[config.mk]
export PLATFORM = sky130hd
export DESIGN_NAME = nvsram_ctrl
export DESIGN_NICKNAME = d
export VERILOG_FILES = /design/src/rtl/nvsram_pkg.sv /design/src/rtl/nvsram_timer.sv /design/src/rtl/nvsram_pwr_guard.sv /design/src/rtl/nvsram_strobe.sv /design/src/rtl/nvsram_ctrl.sv
export SDC_FILE = /design/constraint.sdc
export NUM_CORES = 1
export LEC_CHECK = 0
export CAP_MARGIN = 20
export CORE_ASPECT_RATIO = 0.7
export CORE_UTILIZATION = 47
export CTS_BUF_LIST = sky130_fd_sc_hd__clkbuf_4
export DETAILED_ROUTE_END_ITERATION = 10
export PLACE_DENSITY = 0.91
export SYNTH_ARGS = -nofsm -noshare
export SYNTH_HDL_FRONTEND = slang
export SYNTH_SLANG_ARGS = --single-unit
[constraint.sdc]
create_clock -name clk -period 3.4 [get_ports clk]
set_input_delay 0.68 -clock clk [delete_from_list [all_inputs] [get_ports clk]]
set_output_delay 0.68 -clock clk [all_outputs]
set_load 0.1 [all_outputs]
[src/rtl/nvsram_pkg.sv]
package nvsram_pkg;

  typedef enum logic [2:0] {
    ST_IDLE   = 3'd0,
    ST_READ   = 3'd1,
    ST_WSETUP = 3'd2,
    ST_WPULSE = 3'd3,
    ST_RESP   = 3'd4
  } seq_state_t;

  // longest of the three read access delays
  function automatic int unsigned wait_max(input int unsigned a,
                                           input int unsigned b,
                                           input int unsigned c);
    int unsigned m;
    m = a;
    if (b > m) m = b;
    if (c > m) m = c;
    return m;
  endfunction

  // bits needed to hold a count value of (v - 1)
  function automatic int unsigned cnt_bits(input int unsigned v);
    if (v < 3) return 1;
    return $clog2(v);
  endfunction

  function automatic logic is_bus_state(input seq_state_t s);
    return (s == ST_READ) || (s == ST_WSETUP) || (s == ST_WPULSE);
  endfunction

endpackage

[src/rtl/nvsram_timer.sv]
module nvsram_timer #(
  parameter int unsigned CNT_W = 3
) (
  input  logic             clk,
  input  logic             rst_n,
  input  logic             load,
  input  logic [CNT_W-1:0] load_val,
  output logic             expired
);
  logic [CNT_W-1:0] cnt_q;

  always_ff @(posedge clk) begin
    if (!rst_n)             cnt_q <= '0;
    else if (load)          cnt_q <= load_val;
    else if (cnt_q != '0)   cnt_q <= cnt_q - 1'b1;
  end

  assign expired = (cnt_q == '0);
endmodule

[src/rtl/nvsram_pwr_guard.sv]
module nvsram_pwr_guard
  import nvsram_pkg::*;
(
  input  seq_state_t st,
  input  logic       pwr_low,
  input  logic       pwr_batt,
  output logic       wr_block,
  output logic       desel,
  output logic       abort_now
);
  logic in_write;

  assign in_write  = (st == ST_WSETUP) || (st == ST_WPULSE);
  assign wr_block  = pwr_low | pwr_batt;
  assign desel     = pwr_batt;
  assign abort_now = ((st == ST_READ) && pwr_batt) || (in_write && wr_block);
endmodule

[src/rtl/nvsram_strobe.sv]
module nvsram_strobe
  import nvsram_pkg::*;
(
  input  seq_state_t st,
  input  logic       abort_now,
  input  logic       desel,
  output logic       ce_n,
  output logic       oe_n,
  output logic       we_n,
  output logic       dq_oe
);
  logic kill;

  assign kill  = abort_now | desel;
  assign ce_n  = !is_bus_state(st) || kill;
  assign oe_n  = (st != ST_READ)   || kill;
  assign we_n  = (st != ST_WPULSE) || kill;
  assign dq_oe = !we_n;
endmodule

[src/rtl/nvsram_ctrl.sv]
module nvsram_ctrl
  import nvsram_pkg::*;
#(
  parameter int unsigned ADDR_W = 21,
  parameter int unsigned DATA_W = 8,
  parameter int unsigned T_AA   = 4,
  parameter int unsigned T_CE   = 3,
  parameter int unsigned T_OE   = 2,
  parameter int unsigned T_WP   = 2
) (
  input  logic              clk,
  input  logic              rst_n,
  input  logic              req_valid,
  output logic              req_ready,
  input  logic              req_write,
  input  logic [ADDR_W-1:0] req_addr,
  input  logic [DATA_W-1:0] req_wdata,
  output logic              rsp_done,
  output logic              rsp_err,
  output logic [DATA_W-1:0] rsp_rdata,
  input  logic              pwr_low,
  input  logic              pwr_batt,
  output logic [ADDR_W-1:0] mem_addr,
  output logic              mem_ce_n,
  output logic              mem_oe_n,
  output logic              mem_we_n,
  output logic [DATA_W-1:0] mem_dq_out,
  output logic              mem_dq_oe,
  input  logic [DATA_W-1:0] mem_dq_in
);
  localparam int unsigned RD_WAIT = wait_max(T_AA, T_CE, T_OE);
  localparam int unsigned CNT_MAX = (RD_WAIT > T_WP) ? RD_WAIT : T_WP;
  localparam int unsigned CNT_W   = cnt_bits(CNT_MAX);
  localparam logic [CNT_W-1:0] RD_LOAD = CNT_W'(RD_WAIT - 1);
  localparam logic [CNT_W-1:0] WP_LOAD = CNT_W'(T_WP - 1);

  seq_state_t st_q, st_d;
  logic [ADDR_W-1:0] addr_q;
  logic [DATA_W-1:0] wdata_q, rdata_q;
  logic              err_q;

  // named events for the checker
  logic accept_evt, refuse_evt, abort_evt, sample_evt;
  logic wr_block, desel, t_expired, t_load;
  logic [CNT_W-1:0] t_val;

  assign req_ready  = (st_q == ST_IDLE) && !pwr_batt;
  assign accept_evt = req_valid && req_ready;
  assign refuse_evt = accept_evt && req_write && wr_block;
  assign sample_evt = (st_q == ST_READ) && t_expired && !abort_evt;

  nvsram_pwr_guard u_guard (
    .st        (st_q),
    .pwr_low   (pwr_low),
    .pwr_batt  (pwr_batt),
    .wr_block  (wr_block),
    .desel     (desel),
    .abort_now (abort_evt)
  );

  assign t_load = (accept_evt && !req_write) ||
                  ((st_q == ST_WSETUP) && !abort_evt);
  assign t_val  = (st_q == ST_WSETUP) ? WP_LOAD : RD_LOAD;

  nvsram_timer #(.CNT_W(CNT_W)) u_timer (
    .clk      (clk),
    .rst_n    (rst_n),
    .load     (t_load),
    .load_val (t_val),
    .expired  (t_expired)
  );

  always_comb begin
    st_d = st_q;
    unique case (st_q)
      ST_IDLE: begin
        if (accept_evt) begin
          if (!req_write)    st_d = ST_READ;
          else if (wr_block) st_d = ST_RESP;
          else               st_d = ST_WSETUP;
        end
      end
      ST_READ:   if (abort_evt || t_expired) st_d = ST_RESP;
      ST_WSETUP: st_d = abort_evt ? ST_RESP : ST_WPULSE;
      ST_WPULSE: if (abort_evt || t_expired) st_d = ST_RESP;
      ST_RESP:   st_d = ST_IDLE;
      default:   st_d = ST_IDLE;
    endcase
  end

  always_ff @(posedge clk) begin
    if (!rst_n) begin
      st_q    <= ST_IDLE;
      addr_q  <= '0;
      wdata_q <= '0;
      rdata_q <= '0;
      err_q   <= 1'b0;
    end else begin
      st_q <= st_d;
      if (accept_evt) begin
        addr_q  <= req_addr;
        wdata_q <= req_wdata;
        err_q   <= refuse_evt;
      end else if (abort_evt) begin
        err_q   <= 1'b1;
      end
      if (sample_evt) rdata_q <= mem_dq_in;
    end
  end

  nvsram_strobe u_strobe (
    .st        (st_q),
    .abort_now (abort_evt),
    .desel     (desel),
    .ce_n      (mem_ce_n),
    .oe_n      (mem_oe_n),
    .we_n      (mem_we_n),
    .dq_oe     (mem_dq_oe)
  );

  assign mem_addr   = addr_q;
  assign mem_dq_out = wdata_q;
  assign rsp_done   = (st_q == ST_RESP);
  assign rsp_err    = err_q;
  assign rsp_rdata  = rdata_q;
endmodule

* Word-level counts from Yosys, hierarchy flattened
Index checks and enable logic that the tools add are counted.
** Cells by class
- Add/sub/neg operators :: 1
- Eq/ne operators :: 8
- Muxes and demuxes :: 11
- Bitwise operators :: 2
- Reductions and logical operators :: 31
** Operator list (number)
- $mux 3 :: 5
- $logic_and 1x1->1 :: 10
- $logic_or 1x1->1 :: 9
- $pmux 3 s3 :: 1
- $eq 3x2->1 const B :: 2
- $mux 2 :: 3
- $reduce_bool 2->1 :: 3
- $logic_not 1->1 :: 5
- $eq 3x1->1 const B :: 1
- $eq 3x3->1 const B :: 1
- $logic_not 3->1 :: 1
- $ne 3x1->1 const B :: 1
- $ne 3x2->1 const B :: 1
- $logic_not 2->1 :: 1
- $mux 1 :: 2
- $ne 2x1->1 const B :: 1
- $ne 2x2->1 const B :: 1
- $or 1x1->1 :: 2
- $reduce_and 2->1 :: 1
- $reduce_or 2->1 :: 1
- $sub 2x1->2 const B :: 1
** Word-level totals
- Register bits :: 43
- Input bits :: 43
- Output and inout port bits :: 44
- Logic and storage cells :: 59

* Depth between registers and ports, before layout
Gate-level depths: netlist (run 1).
- Word-level depth :: 8
- Gate-level depth with buffers :: 5
- Mapped depth without buffers :: 5

* Modules after synthesis
From an unflattened synthesis (run 1), not the netlist that was laid out.
** Second synthesis, totals
- Cells, all modules :: 212
- Area, all modules :: 2087.0 um^2
** Modules (own cells, without submodules)
- nvsram_ctrl :: instances 1, cells an instance 189, area each 1901.8 um^2, seq. area each 820.8 um^2
- nvsram_timer :: instances 1, cells an instance 13, area each 123.9 um^2, seq. area each 40.0 um^2
- nvsram_strobe :: instances 1, cells an instance 5, area each 33.8 um^2, seq. area each 0.0 um^2
- nvsram_pwr_guard :: instances 1, cells an instance 5, area each 27.5 um^2, seq. area each 0.0 um^2

* Worst setup path before layout (run 1)
No wires, ideal clock.
- Path kind :: input port to output port
- From :: input pwr_batt
- To :: output mem_dq_oe
- Data arrival time :: 1.844 ns
- Data required time :: 2.720 ns
- Path slack :: 0.876 ns
- Stages :: 3
- Buffers on the path :: 1
- Path through :: buf_2 > nor2_1 > and3_1
** Between the ends
- Longest elaborated chain between the ends :: 6
- Elaborated cells between the ends (all ways) :: 7
- Those cells by class :: 2 x bitwise; 5 x reduce/logical
** Ends and longest elaborated chain
- from (decl) :: RTL line nvsram_ctrl.sv:22 : input logic pwr_batt,
- $or 1x1->1 :: RTL line nvsram_pwr_guard.sv:14 : assign wr_block = pwr_low | pwr_batt;
- $logic_and 1x1->1 :: RTL line nvsram_pwr_guard.sv:16 : assign abort_now = ((st == ST_READ) && pwr_batt) || (in_write && wr_block);
- $logic_or 1x1->1 :: RTL line nvsram_pwr_guard.sv:16
- $or 1x1->1 (*) :: RTL line nvsram_strobe.sv:14 : assign kill = abort_now | desel;
- $logic_or 1x1->1 (*) :: RTL line nvsram_strobe.sv:17 : assign we_n = (st != ST_WPULSE) || kill;
- $logic_not 1->1 (*) :: RTL line nvsram_strobe.sv:18 : assign dq_oe = !we_n;
- to (decl) :: RTL line nvsram_ctrl.sv:28 : output logic mem_dq_oe,
Mark *: on every way between the ends. The rest lies on a longest branch, timed or not.

* Worst setup path after layout (run 1)
Same ends and word-level chain as after synthesis.

==> impl_results.md, run 1 <==
- Worst r2r src: st_q[0]
- Slew margin rel.: 0.338
- Multi-input logic area: 0.00104 mm2
- RSZ-0062 raised after global routing: false
- Top layer in use: met4
- Initial Util: 0.502
- R2R depth: 4
- Cell Rows: 19
- Synth area leader: dfxtp_1
- Max IR drop VDD: ~0.35 mV
- Core area: 0.00402 mm2
- Hold wc startpoint: rsp_rdata[6]
- Final Hold Viols: 0
- Post-route ant nets: 0
- # fillers: between 300 and 400
- Remaining global-route overflow: 0
- Ant diodes: 0
- Final setup skew: approximately 0.0082 ns
- Top-count cell post-synth: dfxtp_1
- Share of cells above drive strength 1: 0.0772
- # hold bufs at CTS: 0
- Hold Crit Depth: 2
- Max Buffers Root-to-Sink: 2
- Via count: around 1800
- Seq/Total Area, Yosys: 0.427
- 1st-iter DRT viols: between 70 and 80
- Number of clock buffers inserted by TritonCTS: 5
- Clock root buffer: clkbuf_4
- Seq. cell area: between 800 and 900 um2
- WL final: a little under 5 mm
- Die X: around 80 um
- Worst skew pair latency: 0.35 ns
- Synth warn: 0
- Die Footprint: between 0.004 and 0.005 mm2
- Vias per std cell: approximately 5.3
- Hold_ws: around 0.46 ns
- #FFs+latches synth: between 40 and 50
- CP required: between 2 and 3 ns
- Pleak: 1.20 nW
- Worst slew pin tran: just under 1 ns
- Met2 Wirelength: 2.15 mm
- Depth of the CTS H-tree: 2
- Metal-1 WL: 2.33 mm
- Io pins: 87
- Setup violations, final: 0
- Total track usage: 0.221
- Nets: between 300 and 400
- Critical setup path kind: input port to output port
- Die Height: between 50 and 60 um
- Hold crit path type: flip-flop to flip-flop
- CP arrival: 2.05 ns
- Drt drc: 0
- Critical-path maximum fanout: 10
- Clock transition at path regs: 0.13 ns
- Largest net degree at the start of global routing: 36
- Top cells by area, synth: dfxtp_1 (43%), a21boi_0 (11%), o21a_1 (11%)
- Crit. End Element: output port
- Port-buffer cells: 86
- Gates resized, CTS repair: 0
- Length of the first detailed-routing pass in iterations: 4
- CTS tree: done
- Synth cell count leaders: dfxtp_1 (43), and3_1 (31), a21boi_0 (29), o21a_1 (29), nand2_1 (18)
- Syn_area_per_cell: a little over 9 um2
- Vias in the first global route: between 1500 and 2000
- Async SR Flop Fraction: 0
- Final Max Tran Viols: 0
- EDFF count, synth: 0
- Wire length on met3: between 200 and 300 um
- Power Dens Cells: 421 mW/mm2
- Max Cap Viol: 0
- First-pass GRT wire length: just under 8 mm
- Syn nets: 264
- Final sum of negative setup slack: 0 ns
- Status: finished clean
- Critical path startpoint category: input port
- Gate Count Post-Synth: 220
- Syn Std Cell Area: between 0.002 and 0.0025 mm2
- Minimum clock period: about 2.7 ns
- Clock sinks: 43
- Placer Congestion: between 0.8 and 0.9
- Post-synth top area share: 0.427
- HPWL Detailed: between 3 and 4 mm
- Distinct cell type count after synthesis: 33
- Part of the cycle the worst path needs: 0.803
- Wire per inst: between 10 and 15 um
- Top FF cell, synth: dfxtp_1
- Initial antenna violation count: 0
- Setup bufs post-CTS: 0
- Maximum clock frequency: 366 MHz
- Synth-to-layout area growth: 47.9%
- Crit path launch: pwr_batt
==> cells in the final DEF, fill, tap and decap left out, drive strengths merged, types with 2 or more instances in the layout <==
cell and n:
inv 5, a21oi 2, a31oi 2, clkinv 2, nand2b 4, o21a 29
and3 31, nor2 3, dfxtp 43, o21ai 3, nand3 4, a21boi 29
clkdlybuf4s50 79, nand2 18, buf 12, clkbuf 6, mux2i 9, or2 2
==> registers in the layout (all words and copies together) (netlist names) <==
register / cells
rsp_err: 1
rsp_rdata: 8
mem_addr: 21
st_q: 3
u_timer.cnt_q: 2
mem_dq_out: 8
==> power by group <==
part | internal [mW] | total (mW) | switching, mW
sequential | 0.538 | 0.558 | 0.0206
combinational | 0.163 | 0.444 | 0.281
clock | 0.0849 | 0.251 | 0.166
==> through the flow <==
stage	power (mW)	area, um2	instances	util	setup slack (ns)
2_1_floorplan	0.884	2020	220	-	0.876
3_3_place_gp	1.00	2930	342	0.729	0.738
3_5_place_dp	1.01	2930	342	0.729	0.692
4_1_cts	1.26	2980	350	0.742	0.693
5_1_grt	1.31	2980	350	0.742	0.605
6_report	1.25	2980	350	0.742	0.671
==> worst paths after layout <==
path,slack (ns),end
min,0.46,rsp_rdata[6]
max,0.67,mem_dq_oe
max reg2reg,1.67,mem_addr[15]
min reg2reg,0.46,rsp_rdata[6]
==> logic make-up after synthesis <==
group,count (synthesis),share of synthesized area
AOI/OAI and AO/OA,71,0.265
xor gates and xnor gates,1,0.00435
adders and majority gates,1,0.00621
buffers and inverters,26,0.0559
DFF,43,0.427
muxes,9,0.0447
and+or+nand+nor,69,0.197
==> worst max-delay path, stage by stage <==
cell and delay (ns):
clkdlybuf4s50_1 0.58, nor2_1 0.34, and3_1 0.27, buf_12 0.18
==> final cells by class <==
cell class | count | area share
timing repair buffer | 91 | 0.316
sequential | 43 | 0.289
clock buffer | 6 | 0.0151
multi-input combinational | 151 | 0.350
inverter | 5 | 0.00630
tap | 52 | 0.0218
clock inverter | 2 | 0.00252
==> routing by layer <==
| layer | GRT usage | vias up |
|---|---|---|
| met3 | 0.0585 | 7 |
| met2 | 0.374 | 62 |
| met1 | 0.272 | 842 |
| li1 | - | 933 |
| met5 | 0 | - |
| met4 | 0.0714 | 0 |
Power figures use the tool's default switching activity.
==> run 2, diff against run 1 <==
--- a/config.mk
+++ b/config.mk
@@ -7,10 +7,10 @@
 export LEC_CHECK = 0
 export CAP_MARGIN = 20
 export CORE_ASPECT_RATIO = 0.7
-export CORE_UTILIZATION = 47
+export CORE_UTILIZATION = 39
 export CTS_BUF_LIST = sky130_fd_sc_hd__clkbuf_4
 export DETAILED_ROUTE_END_ITERATION = 10
-export PLACE_DENSITY = 0.91
+export PLACE_DENSITY = 0.81
 export SYNTH_ARGS = -nofsm -noshare
 export SYNTH_HDL_FRONTEND = slang
 export SYNTH_SLANG_ARGS = --single-unit
==> constraint.sdc (replaced) <==
create_clock -name clk -period 2.2 [get_ports clk]
set_input_delay 0.44 -clock clk [delete_from_list [all_inputs] [get_ports clk]]
set_output_delay 0.44 -clock clk [all_outputs]
set_load 0.1 [all_outputs]
==> run 2 against run 1 <==
  * Critical endpoint is now mem_ce_n
  * Count of clock-buffer cells in the layout stayed put
  * Die area increased by 20%
  * Register-to-register slack worse by 1.2 ns
  * Critical path depth unchanged
  * Largest power group unchanged
  * Critical path type unchanged
  * Total power is 73% higher
  * Clock power increased by 150%
==> impl_results.md, run 2 (synthesis results as in run 1) <==
- Status: finished clean
- Met2 Usage GRT: 0.266 (-0.108)
- Placer Congestion: 0.780 (-4.7%)
- Part of the cycle the worst path needs: 0.969
- Wire per inst: 13.2 um (-4.3%)
- Final sum of negative setup slack: 0 ns (unchanged)
- Commonest cells after routing, fill and taps aside: buf_4 (46), dfxtp_1 (43), clkdlybuf4s50_1 (42), and3_1 (31)
- Synth-to-layout area growth: 49.9%
- Hold_ws: 0.464 ns (-0.000527 ns)
- Ant diodes: 0 (unchanged)
- RSZ-0062 raised after global routing: false
- Port-buffer cells: 86 (unchanged)
- Initial Util: 0.415 (-0.0870)
- Worst skew pair latency: 0.34 ns (about the same)
- CTS tree: done
- Via count: 1863 (+1.0%)
- Worst slew pin tran: 0.468 ns (-0.521 ns)
- 1st-iter DRT viols: 101 (+40%)
- Pleak: 1.32 nW (+10%)
- Slew margin rel.: 0.685 (+0.347)
- Max Cap Viol: 0 (unchanged)
- Critical-path maximum fanout: 4 (-6)
- Die Height: 62.2 um (+9.4%)
- Met1 GRT Util: 0.258 (-0.0132)
- Initial antenna violation count: 0 (unchanged)
- Depth of the CTS H-tree: 2 (unchanged)
- Cell Rows: 21 (+2)
- Design area: 0.00302 mm2 (+1.4%)
- Met3 Use GR: 0.0678 (+0.00928)
- Clock root buffer: clkbuf_4
- Largest net degree at the start of global routing: 62 (+72%)
- Final Max Tran Viols: 0 (unchanged)
- Hold crit path type: flip-flop to flip-flop
- Setup violations, final: 0 (unchanged)
- Total track usage: 0.187 (-0.0339)
- Final setup skew: 0.00782 ns (-0.000352 ns)
- Crit. End Element: output port
- Vias per std cell: 5.02 (-4.7%)
- Vias in the first global route: 1729 (-1.0%)
- Placed cell area: 0.00291 mm2 (-0.47%)
- Number of flip-flops in the largest register: 21 (unchanged)
- Total power: 2.16 mW (+73%)
- Clock transition at path regs: 0.12 ns (about the same)
- Remaining global-route overflow: 0 (unchanged)
- HPWL Detailed: 3.52 mm (+2.2%)
- CP arrival: 1.69 ns (-0.36 ns)
- Number of clock buffers inserted by TritonCTS: 5 (unchanged)
- Die X: 87.9 um (+9.5%)
- Drt drc: 0 (unchanged)
- Critical path startpoint category: input port
- Final Hold Viols: 0 (unchanged)
- Post-route ant nets: 0 (unchanged)
- Commonest non-fill, non-tap cell in the layout: buf_4
- Power Dens Cells: 716 mW/mm2 (+70%)
- Setup bufs post-CTS: 0 (unchanged)
- Core area: 0.00486 mm2 (+21%)
- WL final: 4.88 mm (+1.5%)
- Io pins: 87 (unchanged)
- Length of the first detailed-routing pass in iterations: 4 (unchanged)
- Minimum clock period: roughly 2.1 ns
- Nets: 345 (+1.2%)
- CP required: 1.76 ns (-0.96 ns)
- Share of cells above drive strength 1: 0.222 (+0.145)
- Max Buffers Root-to-Sink: 2 (unchanged)
- Maximum clock frequency: between 400 and 500 MHz
- Gr busiest metal: met2
- Clock sinks: 43 (unchanged)
- Critical setup path kind: input port to output port
- Max IR drop VDD: 0.338 mV (-3.3%)
- First-pass GRT wire length: 8.02 mm (+3.6%)
- Die Footprint: 0.00546 mm2 (+20%)
-- run 2: cell count changes in the layout (fill, tap and decap cells not counted) --
cell,delta
buf_2,-1
clkinv_1,-2
bufinv_16,+2
nor2_2,+1
buf_12,+2
buf_4,+40
nor2_1,-1
clkdlybuf4s50_1,-37
-- run 2: area by class of cell --
cell class	count	area, um2
sequential	43	861
timing repair buffer	95	906
clock buffer	6	45.0
clock inverter	2	60.1
tap	69	86.3
multi-input combinational	151	1040
inverter	5	18.8
fill	430	1840
-- run 2: worst paths after layout --
kind           startpoint  cells after the start  slack [ns]      endpoint
max reg2reg       st_q[0]                      4        0.51   mem_addr[2]
min reg2reg  rsp_rdata[2]                      2        0.46  rsp_rdata[2]
min          rsp_rdata[2]                      2        0.46  rsp_rdata[2]
max              pwr_batt                      4        0.07      mem_ce_n
-- run 2: what timing repair did --
item                                   4_1_cts  5_1_grt
setup endpoints to repair                    0        2
hold buffers                                 0        0
resized for setup                            0        1
endpoints found under the hold margin        0        0
-- run 2: metrics by stage --
stage / cells / setup WS, ns / utilization
after floorplan: 220 / 0.156 / -
after global placement: 363 / 0.121 / 0.599
after detailed placement: 363 / 0.0904 / 0.599
after CTS: 371 / 0.0852 / 0.621
after global routing: 371 / 0.0151 / 0.622
final: 371 / 0.0683 / 0.622
-- run 2: metal layers --
metal	wire length [um]	vias to the layer above
met2	1980	76
li1	-	938
met1	2340	840
met5	0	-
met3	486	9
met4	81	0
-- run 2: power breakdown --
group,leakage [nW],total [mW],switching [mW],internal (mW)
Combinational,0.916,0.684,0.432,0.252
Clock,0.0559,0.616,0.249,0.367
Sequential,0.351,0.865,0.0338,0.831
-- run 2: worst max-delay path: stages --
cell	delay, ns
clkdlybuf4s50_1	0.51
a211o_1	0.36
nand2b_1	0.20
buf_12	0.18
==> run 3, diff against run 2 <==
--- a/config.mk
+++ b/config.mk
@@ -11,6 +11,7 @@
 export CTS_BUF_LIST = sky130_fd_sc_hd__clkbuf_4
 export DETAILED_ROUTE_END_ITERATION = 10
 export PLACE_DENSITY = 0.81
+export SLEW_MARGIN = 20
 export SYNTH_ARGS = -nofsm -noshare
 export SYNTH_HDL_FRONTEND = slang
 export SYNTH_SLANG_ARGS = --single-unit
==> constraint.sdc (replaced) <==
create_clock -name clk -period 1.9 [get_ports clk]
set_input_delay 0.38 -clock clk [delete_from_list [all_inputs] [get_ports clk]]
set_output_delay 0.38 -clock clk [all_outputs]
set_load 0.1 [all_outputs]
==> run 3 against run 2 <==
  * Final cell count rose by 1.1%
  * Highest routed layer unchanged
  * Global-route usage fell by 0.85 points
  * Register-to-register slack got worse by 0.12 ns
  * Combinational power rose by 21%
  * Design area rose by 0.46%
  * First-iteration DRC count fell by 20%
  * Clock skew barely moved
  * Count of clock-buffer cells in the layout did not move
  * Setup slack got worse by 0.0069 ns
==> impl_results.md, run 3 (synthesis results as in run 1) <==
- Switching power total: 839 uW (+17%)
- CP required: 1.52 ns (-0.24 ns)
- Critical-path maximum fanout: 17 (+13)
- Part of the cycle the worst path needs: 0.968
- Minimum clock period: roughly 1.8 ns
- Post-route ant nets: 0 (unchanged)
- Combinational power share: 0.363 (+0.047)
- R2R depth: 5 (+1)
- Length of the first detailed-routing pass in iterations: 4 (unchanged)
- Max Cap Viol: 0 (unchanged)
- Vias in the first global route: 1701 (-1.6%)
- First-pass GRT wire length: 7.80 mm (-2.7%)
- Slew margin rel.: 0.707 (+0.0213)
- Clock transition at path regs: 0.12 ns (about the same)
- Synth-to-layout area growth: 50.6%
- R2R setup slack: 0.39 ns (-0.12 ns)
- Worst Hold End: u_timer.cnt_q[1]
- HPWL Detailed: 3.50 mm (-0.68%)
- Hold wc startpoint: rst_n
- CTS tree: done
- Port-buffer cells: 86 (unchanged)
- Hold Crit Depth: 3 (+1)
- Largest net degree at the start of global routing: 37 (-40%)
- Final Hold Viols: 0 (unchanged)
- CP arrival: 1.46 ns (-0.23 ns)
- Final sum of negative setup slack: 0 ns (unchanged)
- WL final: 4.86 mm (-0.49%)
- Clock sinks: 43 (unchanged)
- Vias per std cell: 4.98 (-0.85%)
- Number of clock buffers inserted by TritonCTS: 5 (unchanged)
- Maximum clock frequency: between 500 and 600 MHz
- Worst r2r src: u_timer.cnt_q[0]
- Placed cell area: 0.00297 mm2 (+1.8%)
- RSZ-0062 raised after global routing: false
- Initial Util: 0.415 (unchanged)
- Reg power frac: 0.440 (+0.040)
- Final setup skew: 0.00798 ns (+0.000167 ns)
- Critical setup path kind: flip-flop to output port
- Wire per inst: 13.0 um (-1.6%)
- Setup violations, final: 0 (unchanged)
- Core area: 0.00486 mm2 (unchanged)
- Drt drc: 0 (unchanged)
- Critical path startpoint category: flip-flop
- Initial antenna violation count: 0 (unchanged)
- Design area: 0.00304 mm2 (+0.46%)
- Total power: 2.27 mW (+5.0%)
- Remaining global-route overflow: 0 (unchanged)
- Status: finished clean
- Commonest non-fill, non-tap cell in the layout: buf_4
- Die X: 87.9 um (unchanged)
- Ant diodes: 0 (unchanged)
- R2r endpoint: st_q[2]
- Worst skew pair latency: 0.34 ns (about the same)
- Hold crit path type: input port to flip-flop
- Crit. End Element: output port
- Placer Congestion: 0.834 (+6.9%)
- Internal power: 1.43 mW (-1.2%)
- Switching part of the total: 0.370 (+0.0394)
- # hold bufs at CTS: 0 (unchanged)
- Pleak: 1.33 nW (+0.69%)
- Die Height: 62.2 um (unchanged)
- Final Max Tran Viols: 0 (unchanged)
- Clock share of power: 0.196 (-0.089)
- Via count: 1867 (+0.21%)
- Share of cells above drive strength 1: 0.252 (+0.0298)
- Depth of the CTS H-tree: 2 (unchanged)
- Max Buffers Root-to-Sink: 2 (unchanged)
- Max IR drop VDD: 0.374 mV (+11%)
- Commonest cells after routing, fill and taps aside: buf_4 (48), clkdlybuf4s50_1 (40), dfxtp_1 (40), and3_1 (30)
- Number of flip-flops in the largest register: 21 (unchanged)
- Cell Rows: 21 (unchanged)
- Worst slew pin tran: 0.429 ns (-0.0396 ns)
- 1st-iter DRT viols: 81 (-20%)
- Total track usage: 0.178 (-0.00851)
- Io pins: 87 (unchanged)
- Clock root buffer: clkbuf_4
- Power Dens Cells: 748 mW/mm2 (+4.5%)
- Die Footprint: 0.00546 mm2 (unchanged)
- Nets: 349 (+1.2%)
-- run 3: cell types whose count changed in the layout (fill, tap and decap cells not counted), moves of 2 or more --
| cell | before | now |
|---|---|---|
| buf_12 | 7 | 9 |
| buf_4 | 46 | 48 |
| bufinv_16 | 2 | 0 |
| clkdlybuf4s50_1 | 42 | 40 |
| dfxtp_1 | 43 | 40 |
| dfxtp_2 | 0 | 3 |
-- run 3: power groups by stage --
stage	combinational [mW]	clock, mW	sequential [mW]
final	0.826	0.446	1.00
after global routing	0.879	0.511	1.01
after CTS	0.824	0.467	1.00
after detailed placement	0.821	0	1.02
after global placement	0.810	0	1.02
after floorplan	0.303	0	1.28
-- run 3: worst max path at each step --
stage / from / end / slack [ns] / depth (start not counted)
finish: st_q[0] / req_ready / 0.06 / 3
global route: st_q[0] / req_ready / 0.009 / 3
CTS: pwr_low / mem_ce_n / 0.02 / 4
detailed placement: pwr_batt / st_q[2] / -0.07 / 5
global placement: pwr_batt / mem_ce_n / -0.05 / 4
floorplan: pwr_batt / mem_we_n / 0.02 / 3
-- run 3: through the flow --
| stage | instances | util | setup slack [ns] | hold WS (ns) |
|---|---|---|---|---|
| floorplan | 220 | - | 0.0183 | 0.522 |
| finish | 375 | 0.624 | 0.0614 | 0.379 |
| global route | 375 | 0.624 | 0.00948 | 0.365 |
| detailed placement | 367 | 0.610 | -0.0711 | 0.449 |
| global placement | 367 | 0.610 | -0.0473 | 0.446 |
| CTS | 375 | 0.622 | 0.0166 | 0.360 |
-- run 3: worst max-delay path, cell delays in order (launching register included) --
cell     delay (ns)
dfxtp_2        0.40
nor4_4         0.35
buf_12         0.19
buf_12         0.18
-- run 3: final cells by class --
class | instances | area, um2
inverter | 5 | 18.8
tap | 69 | 86.3
timing repair buffer | 99 | 955
clock buffer | 6 | 45.0
sequential | 43 | 865
clock inverter | 2 | 12.5
multi-input combinational | 151 | 1050
fill | 429 | 1830
-- run 3: per-layer routing --
layer / routed length (um) / global-route usage / share of wire
met1: 2330 / 0.253 / 0.48
met5: 0 / 0 / 0
met4: 19 / 0.0348 / 0.0039
met2: 2060 / 0.266 / 0.42
met3: 445 / 0.0532 / 0.092
-- run 3: timing repair --
action | in CTS | in global routing
buffers inserted | 0 | 0
setup endpoints to repair | 5 | 4
hold endpoints to repair | 0 | 0
resized for setup | 3 | 3
